==> config.mk <==
export PLATFORM = sky130hd
export DESIGN_NAME = sprite_vcache
export DESIGN_NICKNAME = d
export VERILOG_FILES = /design/src/rtl/sprite_vcache.sv
export SDC_FILE = /design/constraint.sdc
export NUM_CORES = 2
export LEC_CHECK = 0
export BUFFER_PORTS_ARGS = -buffer_cell sky130_fd_sc_hd__buf_4
export CAP_MARGIN = 5
export CORE_ASPECT_RATIO = 0.7
export CORE_MARGIN = 2
export CORE_UTILIZATION = 45
export DETAILED_ROUTE_END_ITERATION = 6
export HOLD_SLACK_MARGIN = 0.12
export PLACE_DENSITY = 0.7
export SLEW_MARGIN = 40
export SYNTH_ARGS = -nofsm -noshare
export SYNTH_HDL_FRONTEND = slang
export SYNTH_SLANG_ARGS = --single-unit
==> constraint.sdc <==
create_clock -name clk -period 3.4 [get_ports clk]
set_input_delay 0.17 -clock clk [delete_from_list [all_inputs] [get_ports clk]]
set_output_delay 0.17 -clock clk [all_outputs]
set_load 0.01 [all_outputs]
==> src/rtl/sprite_vcache.sv <==
module sprite_vcache #(
  parameter int ADDR_W    = 16,
  parameter int NARROW_N  = 64,
  parameter int WIDE_N    = 80,
  parameter int IDX_W     = $clog2(WIDE_N)
) (
  input  logic              clk,
  input  logic              rst_n,
  input  logic              wr_en,
  input  logic              wr_dma,
  input  logic [ADDR_W-1:0] wr_addr,
  input  logic [15:0]       wr_data,
  input  logic [1:0]        wr_be,
  input  logic [ADDR_W-1:0] base,
  input  logic              wide,
  input  logic [IDX_W-1:0]  rd_idx,
  output logic [9:0]        rd_ypos,
  output logic [3:0]        rd_size,
  output logic [6:0]        rd_link,
  input  logic [IDX_W-1:0]  attr_idx,
  input  logic              attr_hpos,
  output logic [ADDR_W-1:0] attr_addr
);
  localparam int NARROW_LIM = NARROW_N * 8;
  localparam int WIDE_LIM   = WIDE_N * 8;

  logic [ADDR_W:0]   off;
  logic [ADDR_W-1:0] lim;
  logic              hit;
  logic [IDX_W-1:0]  wr_idx;
  logic              cap_y, cap_s;
  logic [15:0]       ytab [WIDE_N];
  logic [15:0]       stab [WIDE_N];
  logic [15:0]       rw0, rw1;

  assign off    = {1'b0, wr_addr} - {1'b0, base};
  assign lim    = wide ? ADDR_W'(WIDE_LIM) : ADDR_W'(NARROW_LIM);
  assign hit    = wr_en && !off[ADDR_W] && (off[ADDR_W-1:0] < lim);
  assign wr_idx = off[IDX_W+2:3];
  assign cap_y  = hit && off[2:1] == 2'd0;
  assign cap_s  = hit && off[2:1] == 2'd1;

  always_ff @(posedge clk) begin
    if (!rst_n) begin
      for (int i = 0; i < WIDE_N; i++) begin
        ytab[i] <= '0;
        stab[i] <= '0;
      end
    end else begin
      if (cap_y) begin
        if (wr_be[0]) ytab[wr_idx][7:0]  <= wr_data[7:0];
        if (wr_be[1]) ytab[wr_idx][15:8] <= wr_data[15:8];
      end
      if (cap_s) begin
        if (wr_be[0]) stab[wr_idx][7:0]  <= wr_data[7:0];
        if (wr_be[1]) stab[wr_idx][15:8] <= wr_data[15:8];
      end
    end
  end

  always_ff @(posedge clk) begin
    if (!rst_n) begin
      rw0 <= '0;
      rw1 <= '0;
    end else if (int'(rd_idx) < WIDE_N) begin
      rw0 <= ytab[rd_idx];
      rw1 <= stab[rd_idx];
    end else begin
      rw0 <= '0;
      rw1 <= '0;
    end
  end

  assign rd_ypos = rw0[9:0];
  assign rd_size = rw1[11:8];
  assign rd_link = rw1[6:0];

  assign attr_addr = base + ADDR_W'({attr_idx, 3'b000}) + (attr_hpos ? ADDR_W'(6) : ADDR_W'(4));

  wire unused_ok = &{1'b0, off[0], wr_dma, rw0[15:10], rw1[15:12], rw1[7]};

  assert_idx_in_window_R2: assert property (@(posedge clk) disable iff (!rst_n)
    hit |-> (int'(wr_idx) < (wide ? WIDE_N : NARROW_N)));

  assert_hold_without_write_R4: assert property (@(posedge clk) disable iff (!rst_n)
    (!$past(wr_en) && $stable(rd_idx)) |=> ($stable(rd_ypos) && $stable(rd_size) && $stable(rd_link)));

  assert_attr_word_offset_R5: assert property (@(posedge clk) disable iff (!rst_n)
    (base[2:0] == 3'd0) |-> (attr_addr[2:0] == {1'b1, attr_hpos, 1'b0}));

  assert_read_latency_R10: assert property (@(posedge clk) disable iff (!rst_n)
    ($past(cap_y && wr_be == 2'b11, 2) && $past(rd_idx) == $past(wr_idx, 2))
      |-> (rd_ypos == $past(wr_data[9:0], 2)));

  assert_dma_capture_R3: assert property (@(posedge clk) disable iff (!rst_n)
    ($past(cap_s && wr_dma && wr_be == 2'b11, 2) && $past(rd_idx) == $past(wr_idx, 2))
      |-> (rd_link == $past(wr_data[6:0], 2) && rd_size == $past(wr_data[11:8], 2)));
endmodule

* After elaboration in Yosys (flattened, before gate mapping)
Memory sizes are Yosys's and may differ from the RTL's. A register that Yosys moved wholly into a read port is not among the register bits.
Index checks and enable logic that the tools add are counted.
** Storage, ports and cells
- Latch bits :: 0
- Memories kept :: 2
- Bits in writable memories :: 2560
- Memory bits (read-only) :: 0
- Bits in registers :: 0
- Output and inout bits :: 37
** Memories
- stab :: depth 80, bits a word 16, rd ports 1, clocked after Yosys merged registers in 1, write ports 80, RTL line 33 : logic [15:0] stab [WIDE_N];
- ytab :: depth 80, bits a word 16, rd ports 1, clocked after Yosys merged registers in 1, write ports 80, RTL line 32 : logic [15:0] ytab [WIDE_N];
** Operators by class
- Divide/modulo/power cells :: 0
- Magnitude comparators :: 2
- Reductions and logical operators :: 11
- Equality and inequality tests :: 1
- $add $sub $neg :: 3
- Shift-type cells :: 0
- Muxes and demuxes :: 23
- Multiply operators :: 0
- Bitwise gates (word level) :: 0
** Operators with widths (count)
- two-way mux 16 bit :: 2
- OR reduction 16 bit :: 2
- subtractor 16 x 16 -> 17 bit :: 1
- adder 16 x 10 -> 16 bit :: 1
- adder 16 x 3 -> 16 bit :: 1
- < comparator 16 x 10 -> 1 bit :: 1
- two-way mux 1 bit :: 15
- two-way mux 7 bit :: 2
- two-way mux 8 bit :: 1
- < comparator 7 bit, second input constant :: 1
- two-way mux 2 bit :: 3
- logical AND 1 bit :: 4
- zero test 1 bit :: 3
- == test 2 x 1 -> 1 bit, second input constant :: 1
- zero test 2 bit :: 1
- AND reduction 2 bit :: 1

* Logic depth before layout (Yosys ltp)
- Depth after elaboration :: 10
- Gate-level depth with buffers :: 14

* Least setup slack after synthesis
OpenSTA, ideal clock, no wires.
- Kind :: input to register
- From :: input port base[0]
- To :: memory ytab[64][0], enable pin
- Required time :: 3.013 ns
- Path slack :: -0.229 ns
- Arrival time :: 3.242 ns
- Library setup time :: 0.387 ns
- Stages on the path :: 11
- Cell sequence :: nor2b_1 > fa_1 > nand2b_1 > a21oi_1 > nor3b_1 > or3_1 > a2111oi_2 > nand4b_1 > buf_2 > buf_2 > o31ai_1
** RTL lines
- from (decl) :: RTL line 14 : input logic [ADDR_W-1:0] base,
- to (decl) :: RTL line 32

==> summary.md <==
| Metric | Value |
|---|---|
| Setup crit end kind | `flip-flop` |
| Critical Path Source Type | `input pin` |
| DRT iter0 DRCs | `11.2k` |
| Starting density of the core | `45.3%` |
| Worst-skew pair later-pin latency | `860 ps` |
| IO Pins | `107` |
| Final setup vio count | `0` |
| WL final | `276 mm` |
| Clock skew | `60.1 ps` |
| Slowest library cell on the worst path | `nor3_1` |
| Sequential-to-total area share from yosys stat | `63.6%` |
| WP data arrival | `3550 ps` |
| Number of hold violations in the final report | `0` |
| Slew Limit Headroom | `39.9%` |
| Post-detail-place hpwl | `189 mm` |
| Max Slew Vio Count | `0` |
| First-pass GRT wire length | `400 mm` |
| Total power draw | `0.0530 W` |
| Most frequent cell after synthesis | `edfxtp_1` |
| Final clock period utilization by the worst path | `88.0%` |
| Max-cap violation count | `0` |
| Final core utilization | `53.1%` |
| Crit path max fanout | `44` |
| Routability congestion estimate | `0.945` |
| Largest net degree at the start of global routing | `185` |
| Reg2reg end | `rw0[8]` |
| Mapped Area | `85300 µm²` |
| CORE AREA | `188000 µm²` |
| Die Footprint | `193000 µm²` |
| Post-route cell area | `99800 µm²` |
| Fill cells | `15.1k` |
| Antenna violations before repair | `19` |
| Final Instance Count excl. Fillers | `9044` |
| WL/cell | `30.5 µm` |
| Dominant cells by area after synthesis | `edfxtp_1 (63%), mux4_2 (14%), nor3_1 (8.9%)` |
| Least-Margin Pin Slew | `902 ps` |
| Top delay family on crit path | `simple AND/OR/NAND/NOR gates` |
| Status | `finished, violations left` |
| Routed Antenna Nets | `0` |
| Clock tree sinks | `1813` |
| Reg2Reg Setup Slack | `650 ps` |
| Crit path time final | `2990 ps` |
| DRC Markers | `2` |
| RR Startpoint | `ytab[63][8]` |
| Layout cells sized above 1 | `26.6%` |
| CTS tree | `built` |
| CP Depth | `14` |
| Number of synthesized flops with an enable pin | `1792` |
| Peak VDD IR | `0.000381 V` |
| CP startpoint | `base[0]` |
| #FFs+latches synth | `1813` |
| Leakage | `30.6 nW` |
| Crit path buffers/inverters | `5` |
| Worst Reg-to-Reg Cells | `6` |
| WP data required | `3960 ps` |
| Violated checks | `design-rule violations` |
| Synth area leader | `edfxtp_1` |
| Distinct cells, synth | `64` |
| IO buf count | `101` |
| Post-synth ARST share | `0%` |
| Synth top area share | `63.1%` |
| Total track usage | `28.3%` |
| Dpl cell area | `94200 µm²` |
| Cells along the critical path | `buf_4 -> nor2b_1 -> fa_1 -> nand2b_1 -> a21oi_1 -> buf_4 -> nor3b_1 -> or3_1 -> buf_4 -> a22oi_4 -> buf_4 -> nand4b_4 -> buf_12 -> nor3_1` |
| Max Clk Rate | `334 MHz` |
| Final hold slack | `226 ps` |
| P&R area growth vs syn | `17.1%` |
| Clock Tree Root | `clkbuf_16` |
| RSZ-0062 raised after global routing | `false` |
| Setup CP Type | `in -> reg` |
| Placed Cells incl. Taps | `8713` |
| Vias per Instance | `6.73` |
| Vias in the first global route | `58.2k` |
| Synth cell count leaders | `edfxtp_1 (1792), nor3_1 (1520), mux4_2 (546)` |
| Drt pass-1 iters | `7` |
| Main synth FF type | `edfxtp_1` |
| Syn_area_per_cell | `14.3 µm²` |
| Die height | `368 µm` |
| Worst hold path type | `in -> reg` |
| Final net count | `6501` |
| Num rows | `133` |
| Yosys warning count | `0` |
| PwrDens | `531 nW/µm²` |
| Worst setup path endpoint | `ytab[62][0]` |
| DIE WIDTH | `524 µm` |
| Via count | `60.8k` |
| CTS clk-pin slew, worst paths | `70 ps` |
| CTS Buf Count | `175` |
| Remaining global-route overflow | `0` |
| Post-CTS sizing | `0` |
| Clock buffer depth | `4` |
| Syn Inst Count | `5947` |
| CP max stage delay | `690 ps` |
| H-tree Lvls | `4` |
| Cell repeated most along the worst path | `buf_4` |
[power breakdown]
part           internal, W  switching (W)
registers           0.0256       0.000347
logic              0.00258        0.00500
clock network       0.0109        0.00855
total               0.0391         0.0139
[cell usage in the layout, fill, tap and decap left out, drive strengths merged, types with 5 or more instances in the layout]
cell type / netlist / final
o31ai: 130 / 130
inv: 23 / 28
dfxtp: 21 / 21
diode: 0 / 12
nand3: 391 / 391
nor2: 64 / 64
nand2b: 19 / 19
a211oi: 9 / 9
mux2: 8 / 8
bufinv: 0 / 16
a21o: 6 / 6
nand2: 49 / 49
conb: 1 / 112
xnor2: 16 / 16
mux2i: 49 / 49
nand4: 9 / 9
ha: 24 / 24
and3: 11 / 11
nor2b: 20 / 20
nor3: 1521 / 1521
o21bai: 14 / 14
a31oi: 15 / 15
clkbuf: 516 / 210
o21a: 12 / 12
xor2: 5 / 5
o21ai: 220 / 220
a22oi: 15 / 15
mux4: 546 / 546
clkinv: 0 / 72
nor4: 169 / 169
buf: 211 / 886
a21oi: 18 / 18
dlygate4sd3: 0 / 12
edfxtp: 1792 / 1792
[worst min-delay path by stage]
stage / startpoint / endpoint / slack, ps / depth (start not counted)
3_3_place_gp: wr_data[10] / stab[90][10] / 490 / 1
5_1_grt: wr_be[0] / ytab[5][7] / 210 / 5
4_1_cts: rd_idx[5] / rw0[5] / 140 / 3
6_report: wr_data[1] / stab[1][1] / 230 / 4
2_1_floorplan: wr_data[10] / stab[80][10] / 270 / 0
3_5_place_dp: wr_data[10] / stab[90][10] / 500 / 1
[layer usage]
layer,GRT usage (%),routed length (µm),up-vias
met3,12.1,49800,611
li1,-,-,24900
met5,0,115,-
met4,8.79,9580,16
met2,39.5,116000,5250
met1,39.9,100000,30100
[cell type report]
class / instances / area (µm²) / share of cell area, %
antenna: 12 / 30.0 / 0.0301
clock buffer: 210 / 4610 / 4.61
clock inverter: 96 / 898 / 0.900
inverter: 23 / 86.3 / 0.0865
multi-input combinational: 3495 / 28600 / 28.7
sequential: 1813 / 54200 / 54.3
tap: 2497 / 3120 / 3.13
timing repair buffer: 898 / 8250 / 8.26
[metrics by stage]
stage	TNS, ps	setup WS, ps
6_report	0	407
5_1_grt	0	343
3_5_place_dp	-127710	-302
2_1_floorplan	-26520	-229
3_3_place_gp	-69850	-289
4_1_cts	0	564
[state kept, by name, indices dropped and copies added, names as in the netlist]
register / count
ytab: 848
stab: 944
rw1: 11
rw0: 10
[kinds of logic (layout without fill, tap and decap cells)]
logic type / count (synthesis) / count (layout) / share of synthesized area [%]
other: 1 / 124 / 0.00440
DFF: 1813 / 1813 / 63.6
and+or+nand+nor: 2276 / 2276 / 13.6
AOI/OAI and AO/OA: 458 / 458 / 3.38
buffers and inverters: 750 / 1227 / 3.70
muxes: 603 / 603 / 15.1
adders and majority gates: 25 / 25 / 0.376
xor gates and xnor gates: 21 / 21 / 0.225
[worst register-to-register path, cell delays in order (launching register included)]
cell	delay, ps
edfxtp_1	390
mux4_2	520
mux4_2	470
mux2_2	270
a31oi_1	170
o41ai_1	130
dlygate4sd3_1	630
[timing repair]
action,in CTS,in global routing
hold buffers,11,1
endpoints found under the hold margin,131,4
setup buffers,0,0
No activity file was read; power rests on OpenSTA's default activity.
